<file path="src/rtl/mw_pkg.sv">
package mw_pkg;
  localparam int WW    = 16;           // word width, wide organisation
  localparam int BW    = 8;            // byte width, narrow organisation
  localparam int AW16  = 6;            // address bits, wide
  localparam int AW8   = AW16 + 1;     // address bits, narrow
  localparam int WORDS = 1 << AW16;
  localparam int CW    = $clog2(WW + 1);
  localparam int IW    = $clog2(WW);

  typedef enum logic [2:0] {
    CMD_WRITE, CMD_ERASE, CMD_UNLOCK, CMD_LOCK, CMD_FILL1, CMD_FILLD
  } cmd_e;

  typedef enum logic [2:0] {
    ST_IDLE, ST_OP, ST_ADDR, ST_DATA, ST_READ, ST_DONE
  } st_e;

  typedef enum logic [1:0] { K_READ, K_DATA, K_NOW } kind_e;
endpackage

</file>
<file path="src/rtl/mw_sync.sv">
module mw_sync #(
  parameter int WIDTH  = 4,
  parameter int STAGES = 2
) (
  input  logic             clk_i,
  input  logic             rst_ni,
  input  logic [WIDTH-1:0] d_i,
  output logic [WIDTH-1:0] q_o
);
  logic [WIDTH-1:0] st_q [STAGES];

  for (genvar gi = 0; gi < STAGES; gi++) begin : g_stage
    always_ff @(posedge clk_i or negedge rst_ni) begin
      if (!rst_ni) st_q[gi] <= '0;
      else if (gi == 0) st_q[gi] <= d_i;
      else st_q[gi] <= st_q[(gi > 0) ? gi - 1 : 0];
    end
  end

  assign q_o = st_q[STAGES-1];
endmodule

</file>
<file path="src/rtl/mw_prog_timer.sv">
module mw_prog_timer #(
  parameter int CYCLES = 2000
) (
  input  logic clk_i,
  input  logic rst_ni,
  input  logic start_i,
  output logic busy_o
);
  localparam int TW = $clog2(CYCLES + 1);
  logic [TW-1:0] cnt_q;

  always_ff @(posedge clk_i or negedge rst_ni) begin
    if (!rst_ni) cnt_q <= '0;
    else if (start_i) cnt_q <= TW'(CYCLES);
    else if (cnt_q != '0) cnt_q <= cnt_q - 1'b1;
  end

  assign busy_o = (cnt_q != '0);
endmodule

</file>
<file path="src/rtl/mw_array.sv">
module mw_array
  import mw_pkg::*;
(
  input  logic           clk_i,
  input  logic           rst_ni,
  input  logic           org_i,
  input  logic           cmd_valid_i,
  input  cmd_e           cmd_i,
  input  logic [AW8-1:0] addr_i,
  input  logic [WW-1:0]  wdata_i,
  output logic [WW-1:0]  rd_data_o,
  output logic           prog_start_o
);
  logic [WW-1:0]   mem_q [WORDS];
  logic            wen_q;
  logic [AW16-1:0] wi;
  logic            hi;
  logic [WW-1:0]   fill;

  assign wi   = org_i ? addr_i[AW16-1:0] : addr_i[AW8-1:1];
  assign hi   = ~addr_i[0];
  assign fill = org_i ? wdata_i : {wdata_i[BW-1:0], wdata_i[BW-1:0]};

  always_ff @(posedge clk_i or negedge rst_ni) begin
    if (!rst_ni) begin
      for (int i = 0; i < WORDS; i++) mem_q[i] <= '1;
      wen_q        <= 1'b0;
      prog_start_o <= 1'b0;
    end else begin
      prog_start_o <= 1'b0;
      if (cmd_valid_i) begin
        case (cmd_i)
          CMD_UNLOCK: wen_q <= 1'b1;
          CMD_LOCK:   wen_q <= 1'b0;
          default: if (wen_q) begin
            prog_start_o <= 1'b1;
            case (cmd_i)
              CMD_WRITE, CMD_ERASE: begin
                if (org_i) mem_q[wi] <= (cmd_i == CMD_ERASE) ? '1 : wdata_i;
                else if (hi) mem_q[wi][WW-1:BW] <= (cmd_i == CMD_ERASE) ? '1 : wdata_i[BW-1:0];
                else mem_q[wi][BW-1:0] <= (cmd_i == CMD_ERASE) ? '1 : wdata_i[BW-1:0];
              end
              CMD_FILL1: for (int i = 0; i < WORDS; i++) mem_q[i] <= '1;
              CMD_FILLD: for (int i = 0; i < WORDS; i++) mem_q[i] <= fill;
              default: ;
            endcase
          end
        endcase
      end
    end
  end

  always_comb begin
    if (org_i) rd_data_o = mem_q[wi];
    else rd_data_o = {{(WW-BW){1'b0}}, hi ? mem_q[wi][WW-1:BW] : mem_q[wi][BW-1:0]};
  end
endmodule

</file>
<file path="src/rtl/mw_frame.sv">
module mw_frame
  import mw_pkg::*;
(
  input  logic           clk_i,
  input  logic           rst_ni,
  input  logic           cs_i,
  input  logic           cs_rise_i,
  input  logic           sk_rise_i,
  input  logic           sk_fall_i,
  input  logic           di_i,
  input  logic           org_i,
  input  logic           busy_i,
  input  logic           prog_start_i,
  input  logic [WW-1:0]  rd_data_i,
  output logic           cmd_valid_o,
  output cmd_e           cmd_o,
  output logic [AW8-1:0] addr_o,
  output logic [WW-1:0]  wdata_o,
  output logic           do_o,
  output logic           do_oe_o
);
  st_e            st_q;
  logic [CW-1:0]  cnt_q;
  logic [1:0]     op_q;
  logic           rd_on_q, rd_bit_q;
  logic           stat_pend_q, stat_show_q, rel_q;
  logic [AW8-1:0] addr_nx;
  logic [1:0]     top2;
  logic [CW-1:0]  aw_m1, dw_m1, dw_c;
  logic [IW-1:0]  rd_idx;
  kind_e          kind;
  cmd_e           dec_cmd;

  always_comb begin
    addr_nx = {addr_o[AW8-2:0], di_i};
    top2    = org_i ? addr_nx[AW16-1:AW16-2] : addr_nx[AW8-1:AW8-2];
    aw_m1   = org_i ? CW'(AW16 - 1) : CW'(AW8 - 1);
    dw_c    = org_i ? CW'(WW) : CW'(BW);
    dw_m1   = dw_c - 1'b1;
    rd_idx  = IW'(dw_m1 - cnt_q);
    kind    = K_NOW;
    dec_cmd = CMD_ERASE;
    case (op_q)
      2'b10: kind = K_READ;
      2'b01: begin kind = K_DATA; dec_cmd = CMD_WRITE; end
      2'b11: dec_cmd = CMD_ERASE;
      default: case (top2)
        2'b11:   dec_cmd = CMD_UNLOCK;
        2'b00:   dec_cmd = CMD_LOCK;
        2'b10:   dec_cmd = CMD_FILL1;
        default: begin kind = K_DATA; dec_cmd = CMD_FILLD; end
      endcase
    endcase
  end

  always_ff @(posedge clk_i or negedge rst_ni) begin
    if (!rst_ni) begin
      st_q <= ST_IDLE; cnt_q <= '0; op_q <= '0; addr_o <= '0; wdata_o <= '0;
      cmd_o <= CMD_LOCK; cmd_valid_o <= 1'b0; rd_on_q <= 1'b0; rd_bit_q <= 1'b0;
      stat_pend_q <= 1'b0; stat_show_q <= 1'b0; rel_q <= 1'b0;
    end else begin
      cmd_valid_o <= 1'b0;
      if (!cs_i) begin
        st_q <= ST_IDLE; rd_on_q <= 1'b0; stat_show_q <= 1'b0; rel_q <= 1'b0;
      end else begin
        if (cs_rise_i && stat_pend_q) stat_show_q <= 1'b1;
        if (stat_show_q && sk_rise_i && di_i) rel_q <= 1'b1;
        if (rel_q && sk_fall_i) begin
          stat_show_q <= 1'b0; rel_q <= 1'b0; stat_pend_q <= 1'b0;
        end
        if (sk_rise_i) begin
          case (st_q)
            ST_IDLE: if (di_i) begin
              st_q <= ST_OP; cnt_q <= '0; addr_o <= '0; wdata_o <= '0;
            end
            ST_OP: begin
              op_q  <= {op_q[0], di_i};
              cnt_q <= cnt_q + 1'b1;
              if (cnt_q == CW'(1)) begin st_q <= ST_ADDR; cnt_q <= '0; end
            end
            ST_ADDR: begin
              addr_o <= addr_nx;
              cnt_q  <= cnt_q + 1'b1;
              if (cnt_q == aw_m1) begin
                cnt_q <= '0;
                cmd_o <= dec_cmd;
                case (kind)
                  K_READ: if (!busy_i) begin
                    st_q <= ST_READ; rd_on_q <= 1'b1; rd_bit_q <= 1'b0;
                  end else st_q <= ST_DONE;
                  K_DATA: st_q <= ST_DATA;
                  default: begin st_q <= ST_DONE; cmd_valid_o <= !busy_i; end
                endcase
              end
            end
            ST_DATA: begin
              wdata_o <= {wdata_o[WW-2:0], di_i};
              cnt_q   <= cnt_q + 1'b1;
              if (cnt_q == dw_m1) begin st_q <= ST_DONE; cmd_valid_o <= !busy_i; end
            end
            ST_READ: begin
              if (cnt_q == dw_c) begin rd_on_q <= 1'b0; st_q <= ST_DONE; end
              else begin rd_bit_q <= rd_data_i[rd_idx]; cnt_q <= cnt_q + 1'b1; end
            end
            default: ;
          endcase
        end
      end
      if (prog_start_i) stat_pend_q <= 1'b1;
    end
  end

  assign do_oe_o = rd_on_q | stat_show_q;
  assign do_o    = stat_show_q ? ~busy_i : rd_bit_q;
endmodule

</file>
<file path="src/rtl/mw_eeprom.sv">
module mw_eeprom
  import mw_pkg::*;
#(
  parameter int PROG_CYCLES = 2000,
  parameter int SYNC_STAGES = 2
) (
  input  logic clk_i,
  input  logic rst_ni,
  input  logic cs_i,
  input  logic sk_i,
  input  logic di_i,
  input  logic org_i,
  output logic do_o,
  output logic do_oe_o
);
  logic cs_s, sk_s, di_s, org_s, sk_d, cs_d;
  logic cmd_valid, prog_start, busy;
  cmd_e cmd;
  logic [AW8-1:0] addr;
  logic [WW-1:0]  wdata, rd_data;

  mw_sync #(.WIDTH(4), .STAGES(SYNC_STAGES)) i_sync (
    .clk_i, .rst_ni, .d_i({cs_i, sk_i, di_i, org_i}), .q_o({cs_s, sk_s, di_s, org_s})
  );

  always_ff @(posedge clk_i or negedge rst_ni) begin
    if (!rst_ni) begin sk_d <= 1'b0; cs_d <= 1'b0; end
    else begin sk_d <= sk_s; cs_d <= cs_s; end
  end

  mw_frame i_frame (
    .clk_i, .rst_ni, .cs_i(cs_s), .cs_rise_i(cs_s & ~cs_d),
    .sk_rise_i(sk_s & ~sk_d), .sk_fall_i(~sk_s & sk_d), .di_i(di_s), .org_i(org_s),
    .busy_i(busy), .prog_start_i(prog_start), .rd_data_i(rd_data),
    .cmd_valid_o(cmd_valid), .cmd_o(cmd), .addr_o(addr), .wdata_o(wdata),
    .do_o, .do_oe_o
  );

  mw_array i_array (
    .clk_i, .rst_ni, .org_i(org_s), .cmd_valid_i(cmd_valid), .cmd_i(cmd),
    .addr_i(addr), .wdata_i(wdata), .rd_data_o(rd_data), .prog_start_o(prog_start)
  );

  mw_prog_timer #(.CYCLES(PROG_CYCLES)) i_timer (
    .clk_i, .rst_ni, .start_i(prog_start), .busy_o(busy)
  );
endmodule

</file>
<file path="config.mk">
export PLATFORM = sky130hd
export DESIGN_NAME = mw_eeprom
export DESIGN_NICKNAME = d
export VERILOG_FILES = /design/src/rtl/mw_pkg.sv /design/src/rtl/mw_sync.sv /design/src/rtl/mw_prog_timer.sv /design/src/rtl/mw_array.sv /design/src/rtl/mw_frame.sv /design/src/rtl/mw_eeprom.sv
export SDC_FILE = /design/constraint.sdc
export NUM_CORES = 2
export LEC_CHECK = 0
export BUFFER_PORTS_ARGS = -buffer_cell sky130_fd_sc_hd__buf_4
export CAP_MARGIN = 10
export CORE_MARGIN = 1
export CORE_UTILIZATION = 55
export DETAILED_ROUTE_END_ITERATION = 16
export PLACE_DENSITY = 0.71
export SLEW_MARGIN = 0
export SYNTH_ARGS = -nofsm -noshare
export SYNTH_HDL_FRONTEND = slang
export SYNTH_SLANG_ARGS = --single-unit
</file>
<file path="constraint.sdc">
create_clock -name clk_i -period 3.5 [get_ports clk_i]
set_input_delay 0.7 -clock clk_i [delete_from_list [all_inputs] [get_ports clk_i]]
set_output_delay 0.7 -clock clk_i [all_outputs]
set_load 0.01 [all_outputs]
</file>
* Word-level counts from Yosys, hierarchy flattened *
Cells that the tools add are included.

cells by class
  add/sub/neg operators = 4
  muxes and demuxes = 83
  $lt $le $gt $ge = 3
  bitwise operators = 10
  reductions and logical operators = 36
  equality and inequality tests = 36

operators with widths
  cell                   number
  $bwmux 1024            3
  $pmux 1024 s3          1
  $mux 1024              2
  $demux 16 s6           3
  $mux 16                8
  $bmux 16 s6            1
  $pmux 16 s2            1
  $mux 1                 30
  $mux 5                 5
  $pmux 5 s5             1
  $mux 8                 3
  $mux 11                2
  $mux 3                 7
  $reduce_and 4->1       4
  $ne 3x2->1 const B     5
  $pmux 3 s5             1
  $pmux 7 s2             1
  $reduce_and 7->1       2
  $reduce_bool 2->1      7
  $eq 3x2->1 const B     4
  $pmux 3 s2             2
  $reduce_bool 11->1     1
  $sub 11x1->11 const B  1
  $eq 5x5->1             2
  40 further kinds       75

storage, ports and cells
  register bits = 1,089
  logic and storage cells = 255
  input bits = 6

* Longest topological paths before layout *
  word-level depth = 12
  mapped depth = 16
  mapped depth without buffers = 10

* Hierarchy *
Synthesis repeated with hierarchy kept, for this count alone.

unflattened totals
  cell total of the unflattened synthesis = 6,475
  area, all modules = 58,234.6 µm²

by module, submodules not included
  module         area an instance (µm²)  cells an instance  sequential area each (µm²)  times used
  mw_array       55,079.1                6,185              26,955.9                    1
  mw_frame       2,260.9                 211                1,053.5                     1
  mw_prog_timer  593.1                   62                 275.3                       1
  mw_sync        230.2                   12                 200.2                       1
  mw_eeprom      71.3                    5                  50.0                        1

* Worst setup path after synthesis *
OpenSTA, ideal clock, no wires.

  kind = register -> register
  start point = register i_frame.addr_o[1]
  end point = register i_frame.rd_bit_q
  library setup time = 0.134 ns
  data arrival time = 2.892 ns
  data required time = 3.366 ns
  path slack = 0.474 ns
  cell stages (with the launch flop) = 14
  clock period less this slack = 3.026 ns
  buffers on the path = 3
  cells stage by stage = dfrtp_1 buf_6 buf_4 nor4b_2 clkbuf_1 o21bai_1 o221ai_1 nor3_1 o2111a_1 nor4b_1 or4_1 o2111ai_1 o311a_1 o31ai_2

between the ends
  cells in the longest elaborated chain, start to end = 11

ends and longest elaborated chain
  what                                           line                            text
  from (decl)                                    mw_frame.sv:17                  output logic [AW8-1:0] addr_o,
  from (signal assigned)                         mw_frame.sv:82                  addr_o <= addr_nx;
  $mux 6 *                                       mw_array.sv:20                  assign wi = org_i ? addr_i[AW16-1:0] : addr_i[AW8-1:1];
  $not 6->7 (implied by the code) *              mw_array.sv:54, mw_array.sv:55
  $bmux 16 s6 *                                  mw_array.sv:54, mw_array.sv:55
  $mux 16 (implied by the code) * (2 in series)  mw_array.sv:54, mw_array.sv:55
  $mux 8                                         mw_array.sv:55                  else rd_data_o = {{(WW-BW){1'b0}}, hi ? mem_q[wi][WW-1:BW] : mem_q[wi][BW-1:0]};
  $mux 16 *                                      mw_array.sv:54                  if (org_i) rd_data_o = mem_q[wi];
  $bmux 1 s4 *                                   mw_frame.sv:103                 else begin rd_bit_q <= rd_data_i[rd_idx]; cnt_q <= cnt_q + 1'b1; end
  $mux 1 (implied by the code) *                 mw_frame.sv:103
  $mux 1 *                                       mw_frame.sv:102                 if (cnt_q == dw_c) begin rd_on_q <= 1'b0; st_q <= ST_DONE; end
  $pmux 1 s2 *                                   mw_frame.sv:72                  case (st_q)
  to (signal assigned)                           mw_frame.sv:103
  to (decl)                                      mw_frame.sv:25                  logic rd_on_q, rd_bit_q;

Every way passes the cells marked *; elsewhere a longest branch is shown, timed or not. The select of a mux whose other input is x is not followed.
A chain may end at the register's enable or synchronous reset.

* Final worst setup path *
Same ends and word-level chain as after synthesis.

==> key figures <==
Outcome
  – Status: finished, violations left
  – Failing checks: negative setup slack

Worst setup path
  – CP arrival: 4.39 ns
  – Crit-path cells: buf_4 -> nor4bb_2 -> nor2_4 -> buf_6 -> buf_4 -> bufbuf_16 -> o221ai_1 -> buf_4 -> nor3_1 -> o22ai_2 -> or4b_2 -> o2111ai_1 -> nand3_1 -> o311a_1 -> o31ai_2
  – CP bufs+invs: 5
  – CP required: 4.14 ns
  – Setup crit end kind: register
  – CP Max Fanout: 19
  – CP most frequent cell: buf_4
  – Top delay family on crit path: simple AND/OR/NAND/NOR gates
  – Startpoint Class: register
  – Slowest cell on the critical path: or4b_2
  – Crit Path Class: reg -> reg
  – Max incr delay on CP: 0.69 ns

Flow run
  – Maxcap violations: 0

Global route
  – Largest net degree at the start of global routing: 136
  – Initial antenna violation count: 3
  – First-pass GRT wire length: 339000 um
  – Grt peak-use layer: met2
  – Global Route met3 Usage: 13.5%
  – Met2 GRT Util: 65.2%
  – Vias in the first global route: 52417
  – M1 GR Usage: 59.8%
  – Overflow after GRT: 0
  – GRT Util Overall: 45.5%

Floorplanning
  – IO Pins: 8
  – Die Area: 0.100 mm^2
  – Die W: 317 um
  – Initial Util: 55.4%
  – Core Region: 0.0983 mm^2
  – Chip height: 317 um
  – Number of core rows: 115

CTS
  – TritonCTS clock tree: yes
  – CTS Buffer Depth: 3
  – Num CTS Buffers: 115
  – Clock sink total: 1089
  – Clock root buffer master: clkbuf_16
  – Worst-skew pair later-pin latency: 0.74 ns
  – CTS H-tree depth: 3
  – Worst-path clk slew: 0.07 ns

Synth
  – Area leader, netlist: dfstp_2
  – Post-Syn Nets: 6156
  – Syn Area/Cell: 8.87 um^2
  – Yosys warnings: 0
  – Area contributors post-synth: dfstp_2 49%, a21oi_1 12%, o21ai_0 6.3%, nand2_1 5.1%, nor2_1 3.6%
  – Synth cell types: 81
  – Mapped Area: 0.0545 mm^2
  – Post-Syn Instances: 6145
  – Most used DFF post-synth: dfstp_2
  – Sequential area share after synthesis: 52.4%
  – Fraction of registers with async set or reset after synthesis: 100%
  – Share of Yosys cell area claimed by the top area cell type: 49.5%
  – FF+latch count, synth: 1089
  – Post-synth EDFFs: 0

Power
  – Flop pwr share: 48.1%
  – Comb power frac: 3.1%
  – Internal: 20300 uW
  – Lkg Pwr: 0.0230 uW
  – Switching share of power: 23.2%
  – Total power: 26400 uW
  – Max VDD drop: 0.401 mV
  – Power Density: 404 mW/mm^2
  – Clk pwr share: 48.8%
  – Sw Pwr: 6120 uW

Routing
  – DRC: 0
  – Vias per cell: 7.00
  – DRT Pass-1 Iters: 7
  – DR vias: 54297
  – Starting DRT DRC Count: 7828
  – Final ANT Viol Nets: 0
  – Drt total wl: 231000 um
  – WL/cell: 29.7 um

Placed design
  – Placed cell count: 7497
  – Detailed Place HPWL: 147000 um
  – Port Buffers: 7
  – Routability Congestion: 1.01
  – DP Worst Slack: -1.11 ns

STA
  – Slew HR: 17.4%
  – RSZ-0062 raised after global routing: true
  – Final setup vio count: 1
  – Setup Skew: 0.0256 ns
  – Fin crit share: 107%
  – Worst Max-Slew Pin Slew: 1.23 ns
  – Total negative slack: -0.245 ns
  – Setup WS post-layout: -0.245 ns
  – Max Slew Vio Count: 0
  – Fmax: 267 MHz
  – Final hold slack: 0.0765 ns
  – Final Hold Fails: 0
  – Final min period: 3.75 ns

Finish
  – Filler Cell Count: 7837
  – Area Growth Syn to Fin: 19.8%
  – Layout cells sized above 1: 32.2%
  – Final non-filler cell total: 7762
  – Register area: 0.0285 mm^2
  – Area of the multi-input gates: 0.0243 mm^2
  – Fin nets: 6384

Min path
  – Hold WC Path Type: in -> reg
[cell type report]
cell class	instances	area share (%)
clock inverters	49	0.817
inverters	15	0.0863
repair buffers	706	10.5
multi-input cells	4446	37.2
well taps	1287	2.47
flip-flops and latches	1089	43.7
clock buffers	168	5.23
diodes	2	0.00767
[placed cells by master, fill, tap and decap left out, drive strengths merged, types with 25 or more instances in the layout]
master and count:
a21oi 1272, dfstp 1026, o21ai 767, nand2 745, buf 698, nor2 535, o22ai 225, clkbuf 171
o221ai 164, o22a 130, or3 109, nor3 79, o21bai 67, dfrtp 63, o31ai 34, nor4 33
nand3 32, clkinv 30, nand2b 27, a22o 25
[final timing paths]
path	to	slack, ns	startpoint	cells after the start
setup / recovery	i_frame.rd_bit_q	-0.25	i_frame.addr_o[1]	15
hold / removal	i_sync.st_q[4]	0.08	org_i	1
setup reg to reg	i_frame.rd_bit_q	-0.25	i_frame.addr_o[1]	15
hold reg to reg	i_sync.q_o[1]	0.35	i_sync.st_q[5]	0
max in group asynchronous	asynchronous set/reset pin	1.76	rst_ni	3
min in group asynchronous	i_timer.cnt_q[4]	0.55	rst_ni	2
[worst reg2reg max path: stages (launching register included)]
cell,delay [ns]
dfrtp_2,0.44
buf_4,0.18
nor4bb_2,0.20
nor2_4,0.17
buf_6,0.14
buf_4,0.11
bufbuf_16,0.33
o221ai_1,0.18
buf_4,0.17
nor3_1,0.27
o22ai_2,0.22
or4b_2,0.69
o2111ai_1,0.14
nand3_1,0.11
o311a_1,0.15
o31ai_2,0.18
[per-layer routing]
| layer | share of wire (%) | vias up |
|---|---|---|
| li1 | - | 22705 |
| met1 | 37 | 26118 |
| met2 | 42 | 4331 |
| met3 | 14 | 1141 |
| met4 | 7.7 | 2 |
| met5 | 0.0056 | - |
[stage by stage]
stage / area [um^2] / utilization, %
2_1_floorplan: 54500 / -
3_3_place_gp: 60200 / 61.2
3_5_place_dp: 60200 / 61.2
4_1_cts: 64700 / 65.9
5_1_grt: 65300 / 66.4
6_report: 65300 / 66.4
[cells by family after synthesis]
group / share of synthesized area [%]
AOI/OAI and AO/OA: 29.5
xor gates and xnor gates: 0.0804
adders and majority gates: 0.115
buffers and inverters: 4.71
DFF: 52.4
muxes: 0.468
and+or+nand+nor: 12.7
[power groups by stage]
| stage | clock network, uW | logic (uW) | registers [uW] |
|---|---|---|---|
| 6_report | 12900 | 815 | 12700 |
| 3_3_place_gp | 0 | 766 | 12900 |
| 3_5_place_dp | 0 | 768 | 12900 |
| 2_1_floorplan | 0 | 252 | 12900 |
| 4_1_cts | 12900 | 778 | 12700 |
| 5_1_grt | 13400 | 852 | 12700 |
[timing repair]
item,in CTS,in global routing
gates resized for setup,50,48
hold buffers,1,0
setup endpoints to repair,2,87
cloned,4,3
pin swaps,15,18
hold endpoints to repair,11,0
setup buffers,18,20
[Yosys cell counts, drive strengths merged (5+ instances only)]
| master | number |
|---|---|
| nor3 | 79 |
| o21bai | 67 |
| or2 | 6 |
| a21o | 5 |
| ha | 5 |
| or4 | 8 |
| o41ai | 18 |
| a21oi | 1272 |
| mux2i | 18 |
| o221ai | 164 |
| dfstp | 1026 |
| dfrtp | 63 |
| o2111ai | 8 |
| o21ai | 767 |
| clkbuf | 434 |
| inv | 13 |
| nor4 | 33 |
| nor2b | 14 |
| o21a | 13 |
| nand2 | 745 |
| and3b | 5 |
| o211ai | 5 |
| mux2 | 6 |
| o31ai | 34 |
| a31oi | 16 |
| a32oi | 11 |
| nor4b | 5 |
| nor2 | 535 |
| o2111a | 7 |
| buf | 161 |
| o22ai | 225 |
| a22o | 25 |
| nand2b | 27 |
| nand3 | 32 |
| or3 | 109 |
| o22a | 130 |
Power figures use the tool's default switching activity.
